[config.mk]
export PLATFORM = sky130hd
export DESIGN_NAME = intc_chan_resolver
export DESIGN_NICKNAME = d
export VERILOG_FILES = /design/src/rtl/intc_pkg.sv /design/src/rtl/intc_cfg_regs.sv /design/src/rtl/intc_prio_pick.sv /design/src/rtl/intc_chan_resolver.sv
export SDC_FILE = /design/constraint.sdc
export NUM_CORES = 1
export LEC_CHECK = 0
export CORE_UTILIZATION = 26
export DETAILED_ROUTE_END_ITERATION = 12
export HOLD_SLACK_MARGIN = 0.02
export PLACE_DENSITY_LB_ADDON = 0.3
export SETUP_SLACK_MARGIN = 0.2
export SYNTH_ARGS = -nofsm -noshare
export SYNTH_HDL_FRONTEND = slang
export SYNTH_HIERARCHICAL = 1
export SYNTH_SLANG_ARGS = --single-unit
[constraint.sdc]
create_clock -name clk_i -period 21.5 [get_ports clk_i]
set_input_delay 2.15 -clock clk_i [delete_from_list [all_inputs] [get_ports clk_i]]
set_output_delay 2.15 -clock clk_i [all_outputs]
set_load 0.01 [all_outputs]
[src/rtl/intc_pkg.sv]
package intc_pkg;
  localparam int CH_W      = 5;
  localparam int N_HOST    = 2;
  localparam int N_FAST_CH = 2;
  localparam int AW        = 6;
  localparam int DW        = 32;
  localparam logic [AW-1:0] A_GLB      = 6'h00;
  localparam logic [AW-1:0] A_HEN_SET  = 6'h01;
  localparam logic [AW-1:0] A_HEN_CLR  = 6'h02;
  localparam int            MAP_BASE   = 16;
  localparam int            HOST_FAST  = 0;
  localparam int            HOST_NORM  = 1;
endpackage

[src/rtl/intc_cfg_regs.sv]
module intc_cfg_regs
  import intc_pkg::*;
#(
  parameter int N_SRC = 16
) (
  input  logic                  clk_i,
  input  logic                  rst_ni,
  input  logic                  wr_en_i,
  input  logic [AW-1:0]         wr_addr_i,
  input  logic [DW-1:0]         wr_data_i,
  output logic [N_SRC*CH_W-1:0] chan_map_o,
  output logic [N_HOST-1:0]     hen_o,
  output logic                  glb_o
);
  localparam int HIDX_W = $clog2(N_HOST);

  logic [N_HOST-1:0] hen_q;
  logic              glb_q;
  logic [HIDX_W-1:0] hidx;

  assign hidx = wr_data_i[HIDX_W-1:0];

  always_ff @(posedge clk_i or negedge rst_ni) begin
    if (!rst_ni) begin
      glb_q <= 1'b0;
      hen_q <= '0;
    end else if (wr_en_i) begin
      if (wr_addr_i == A_GLB) glb_q <= wr_data_i[0];
      // index outside host range is dropped
      if (wr_addr_i == A_HEN_SET && wr_data_i < DW'(N_HOST)) hen_q[hidx] <= 1'b1;
      if (wr_addr_i == A_HEN_CLR && wr_data_i < DW'(N_HOST)) hen_q[hidx] <= 1'b0;
    end
  end

  for (genvar k = 0; k < N_SRC; k++) begin : g_map
    logic [CH_W-1:0] ch_q;
    always_ff @(posedge clk_i or negedge rst_ni) begin
      if (!rst_ni) ch_q <= '0;
      else if (wr_en_i && wr_addr_i == AW'(MAP_BASE + k / 4))
        ch_q <= wr_data_i[8*(k%4) +: CH_W];
    end
    assign chan_map_o[k*CH_W +: CH_W] = ch_q;
  end

  assign hen_o = hen_q;
  assign glb_o = glb_q;
endmodule

[src/rtl/intc_prio_pick.sv]
module intc_prio_pick
  import intc_pkg::*;
#(
  parameter int N_SRC   = 16,
  parameter bit IS_FAST = 1'b1,
  localparam int SRC_W  = $clog2(N_SRC)
) (
  input  logic [N_SRC-1:0]      pend_i,
  input  logic [N_SRC*CH_W-1:0] chan_map_i,
  output logic                  found_o,
  output logic [SRC_W-1:0]      src_o,
  output logic [CH_W-1:0]       chan_o
);
  localparam logic [CH_W-1:0] FAST_LIM = CH_W'(N_FAST_CH);

  always_comb begin
    found_o = 1'b0;
    src_o   = '0;
    chan_o  = '0;
    for (int i = 0; i < N_SRC; i++) begin
      logic [CH_W-1:0] ch;
      logic            elig;
      ch   = chan_map_i[i*CH_W +: CH_W];
      elig = pend_i[i] && (IS_FAST ? (ch < FAST_LIM) : (ch >= FAST_LIM));
      // strict compare keeps the lower source on a tie
      if (elig && (!found_o || ch < chan_o)) begin
        found_o = 1'b1;
        src_o   = SRC_W'(i);
        chan_o  = ch;
      end
    end
  end
endmodule

[src/rtl/intc_chan_resolver.sv]
module intc_chan_resolver
  import intc_pkg::*;
#(
  parameter int N_SRC  = 16,
  localparam int SRC_W = $clog2(N_SRC)
) (
  input  logic                    clk_i,
  input  logic                    rst_ni,
  input  logic [N_SRC-1:0]        pend_i,
  input  logic                    wr_en_i,
  input  logic [AW-1:0]           wr_addr_i,
  input  logic [DW-1:0]           wr_data_i,
  output logic [N_HOST-1:0]       host_irq_o,
  output logic [N_HOST-1:0]       host_vld_o,
  output logic [N_HOST*SRC_W-1:0] host_src_o,
  output logic [N_HOST*CH_W-1:0]  host_chan_o
);
  logic [N_SRC*CH_W-1:0]  chan_map;
  logic [N_HOST-1:0]      hen_q;
  logic                   glb_q;
  logic [N_HOST-1:0]      found;
  logic [N_HOST*SRC_W-1:0] src_d;
  logic [N_HOST*CH_W-1:0]  chan_d;

  intc_cfg_regs #(.N_SRC(N_SRC)) u_cfg (
    .clk_i      (clk_i),
    .rst_ni     (rst_ni),
    .wr_en_i    (wr_en_i),
    .wr_addr_i  (wr_addr_i),
    .wr_data_i  (wr_data_i),
    .chan_map_o (chan_map),
    .hen_o      (hen_q),
    .glb_o      (glb_q)
  );

  for (genvar h = 0; h < N_HOST; h++) begin : g_host
    intc_prio_pick #(.N_SRC(N_SRC), .IS_FAST(h == HOST_FAST)) u_pick (
      .pend_i     (pend_i),
      .chan_map_i (chan_map),
      .found_o    (found[h]),
      .src_o      (src_d[h*SRC_W +: SRC_W]),
      .chan_o     (chan_d[h*CH_W +: CH_W])
    );
  end

  always_ff @(posedge clk_i or negedge rst_ni) begin
    if (!rst_ni) begin
      host_irq_o  <= '0;
      host_vld_o  <= '0;
      host_src_o  <= '0;
      host_chan_o <= '0;
    end else begin
      host_irq_o  <= found & hen_q & {N_HOST{glb_q}};
      host_vld_o  <= found;
      host_src_o  <= src_d;
      host_chan_o <= chan_d;
    end
  end
endmodule

==> results.txt <==
worst reg2reg setup slack: 0.42 ns
final setup fails: 9
cts bufs inserted: 9
Slew HR: 18.4%
Total Die Area: 39500 um^2
H-tree depth: 3
Pins Over Slew Limit: 0
total leakage power: 6.75 nW
Worst-Margin Slew: 1.21 ns
clock sinks: 105
total chip power: 0.00237 W
First-pass DRT Iterations: 6
EDFF count, synth: 0
Die X: 199 um
failing checks: negative setup slack
pwr dens: 155 nW/um^2
Synth top area share: 26.1%
final critical-path required period: 22.55 ns
DPL Wire Length: 27.1 mm
initial antenna violation count: 1
worst stage delay on the critical path: 0.42 ns
Clk pwr share: 7.3%
final clock skew: 0.0111 ns
Int Pwr: 0.00134 W
DRC violation count after routing: 0
slowest CP cell: or4_1
clock slew at reported path FFs: 0.08 ns
Overall Global Routing Usage: 18.5%
Max clock buf depth: 2
gr ovfl total: 0
Comb power frac: 80.5%
Crit. End Element: flop
via count: 10600
CTS tree: done
count leader, synth: dfrtp_1
Final Worst Setup Slack: -1.05 ns
Min-Delay Path Class: flop to flop
largest area contributor in the netlist: dfrtp_1
unrepaired setup endpoints after global routing: true
top post-synthesis cells by count: 105 x dfrtp_1, 93 x nor2_1, 92 x ha_1, 92 x nand2_1, 90 x mux2_2
ANT nets after route: 0
CP startpoint: pend_i[0]
# rows: 71
routability congestion estimate: 0.847
DR iter-0 viols: 703
vias in the first global route: 10400
worst r2r path cells: 123
I/O Buffers: 78
pre-CTS worst setup slack: -2.57 ns
CP required: 21.75 ns
Root Buffer: clkbuf_16
Post-Syn Area per Cell: 8.92 um^2
Synth area leaders: dfrtp_1 26%, ha_1 11%, mux2_2 10%
ant diodes: 0
I/O pin cnt: 79
Peak VDD IR: 0.0827 mV
Post-synth top flop: dfrtp_1
first-pass GRT wire length: 56.9 mm
crit path launch type: input pin
detailed-route wire length per cell: 18.1 um
CP arrival: 22.80 ns
Post-Route WL: 36.8 mm
sw power: 0.00103 W
Via density: 5.19
# Max-Cap Violations: 0
Post-synth ARST share: 100%
Clk Latency, worst-skew pair: 0.37 ns
hold depth: 1
Reg power frac: 12.2%
Initial Util: 26.6%
Mapped Area: 10100 um^2
post-synth cell types: 109
final net count: 1671
crit share post-route: 105%
hold_ws: 0.528 ns
layout cell share with drive strength beyond 1: 41.3%
core footprint: 37900 um^2
Synth Warn #: 6
Max FO, Critical Path: 6
largest net degree at the start of global routing: 67
Fin. Hold Viols: 0
Setup CP Type: input pin to flop
area added between synthesis and finish: 51.4%
Reg-to-Reg Start: u_cfg/g_map[1].ch_q[2]$_DFFE_PN0P_
Seq/Total Area, Yosys: 26.1%
outcome: complete, but fails checks
Die Ht: 199 um
post-synthesis cell count: 1129
Switching Share: 43.6%
FF+latch count, synth: 105
fmax: 44.3 MHz
-- cell type report --
class                           count  area (um^2)
Clock buffer                        9          225
Clock inverter                      7         73.8
Fill cell                        3736        22700
Inverter                           51          191
Multi-Input combinational cell   1000         8570
Sequential cell                   105         2630
Tap cell                          511          639
Timing Repair Buffer              355         2930
-- routing by layer --
layer / GRT usage (%) / vias up / share of wire (%) / routed length, um
li1: - / 5104 / - / -
met1: 24.0 / 5233 / 45 / 16600
met3: 2.37 / 29 / 3.4 / 1260
met5: 0 / - / 0 / 0
met2: 32.9 / 206 / 50 / 18500
met4: 3.05 / 0 / 1.1 / 393
-- power by group through the flow --
stage	Combinational (W)	Sequential, W	Clock [W]
after floorplan	0.000878	0.000274	0
after CTS	0.00173	0.000288	0.000178
after detailed placement	0.00149	0.000289	0
final	0.00191	0.000290	0.000173
after global routing	0.00207	0.000296	0.000183
after global placement	0.00147	0.000289	0
-- placed cells by master (no fill, tap or decap), types with 9 or more instances in the layout --
cell type,synthesis,final
nor2_1,93,76
ha_4,0,21
buf_6,1,13
nor4_1,26,26
o21ai_1,5,12
and2_1,12,9
clkdlybuf4s50_1,0,76
nand2_4,0,10
o21ai_2,2,10
buf_4,6,264
a211oi_1,15,12
o31ai_1,10,9
nand2b_1,9,9
nand4_1,15,15
nand2_2,3,10
a21oi_1,74,49
nand3_1,27,24
a21o_1,18,18
inv_1,51,40
dfrtp_1,105,105
nor3_1,21,16
ha_1,92,69
nor2b_1,13,11
a31oi_1,19,15
nor2_2,0,12
conb_1,2,50
clkbuf_16,0,9
a21oi_2,0,18
o21a_1,18,18
nand2_1,92,72
o21ai_0,64,41
o41ai_1,14,14
inv_2,0,11
mux2_2,90,86
-- path summary, 6_finish.rpt --
kind | end
setup / recovery | host_chan_o[7]$_DFF_PN0_
hold / removal | host_irq_o[1]$_DFF_PN0_
setup reg to reg | host_chan_o[7]$_DFF_PN0_
hold reg to reg | host_irq_o[1]$_DFF_PN0_
max in group asynchronous | u_cfg/g_map[1].ch_q[1]$_DFFE_PN0P_
min in group asynchronous | host_src_o[4]$_DFF_PN0_
-- worst max-delay path, delay by kind of cell --
family | cells | cell delay [ns]
buffers and inverters | 13 | 1.26
adders and majority gates | 16 | 4.23
and+or+nand+nor | 32 | 4.04
muxes | 6 | 1.53
AOI/OAI and AO/OA | 59 | 9.64
-- cell families (layout without fill, tap and decap cells) --
| family | after synthesis | after routing | synth area share, % |
|---|---|---|---|
| buffers and inverters | 73 | 422 | 3.15 |
| flip-flops | 105 | 105 | 26.1 |
| AND/OR/NAND/NOR | 380 | 380 | 19.7 |
| AO/OA/AOI/OAI | 362 | 363 | 26.9 |
| other | 2 | 50 | 0.0745 |
| adder cells (fa/ha/maj) | 93 | 93 | 11.5 |
| XOR/XNOR | 6 | 6 | 0.522 |
| multiplexers | 108 | 108 | 12.0 |
-- per-stage QoR --
| step | cell area [um^2] | instances | TNS [ns] | utilization [%] |
|---|---|---|---|---|
| floorplan | 10700 | 1177 | -4.01 | - |
| global placement | 13400 | 1925 | -17.34 | 35.3 |
| detailed placement | 13400 | 1925 | -22.89 | 35.3 |
| CTS | 14700 | 2016 | -5.93 | 38.8 |
| global route | 15300 | 2038 | -18.30 | 40.2 |
| finish | 15300 | 2038 | -9.22 | 40.2 |
-- timing repair --
action	4_1_cts	5_1_grt
pin swaps	80	61
endpoints found under the setup margin	9	9
hold buffers	0	0
gates cloned	2	0
gates resized for setup	102	82
setup buffers	73	22
-- flip-flops by register name, summed over array words and instances (netlist names), named ones only --
register	cells
u_cfg/glb_o	1
host_vld_o	2
host_src_o	8
host_chan_o	10
u_cfg/g_map.ch_q	80
host_irq_o	2
Note: power is estimated with default switching activity, not from simulation.
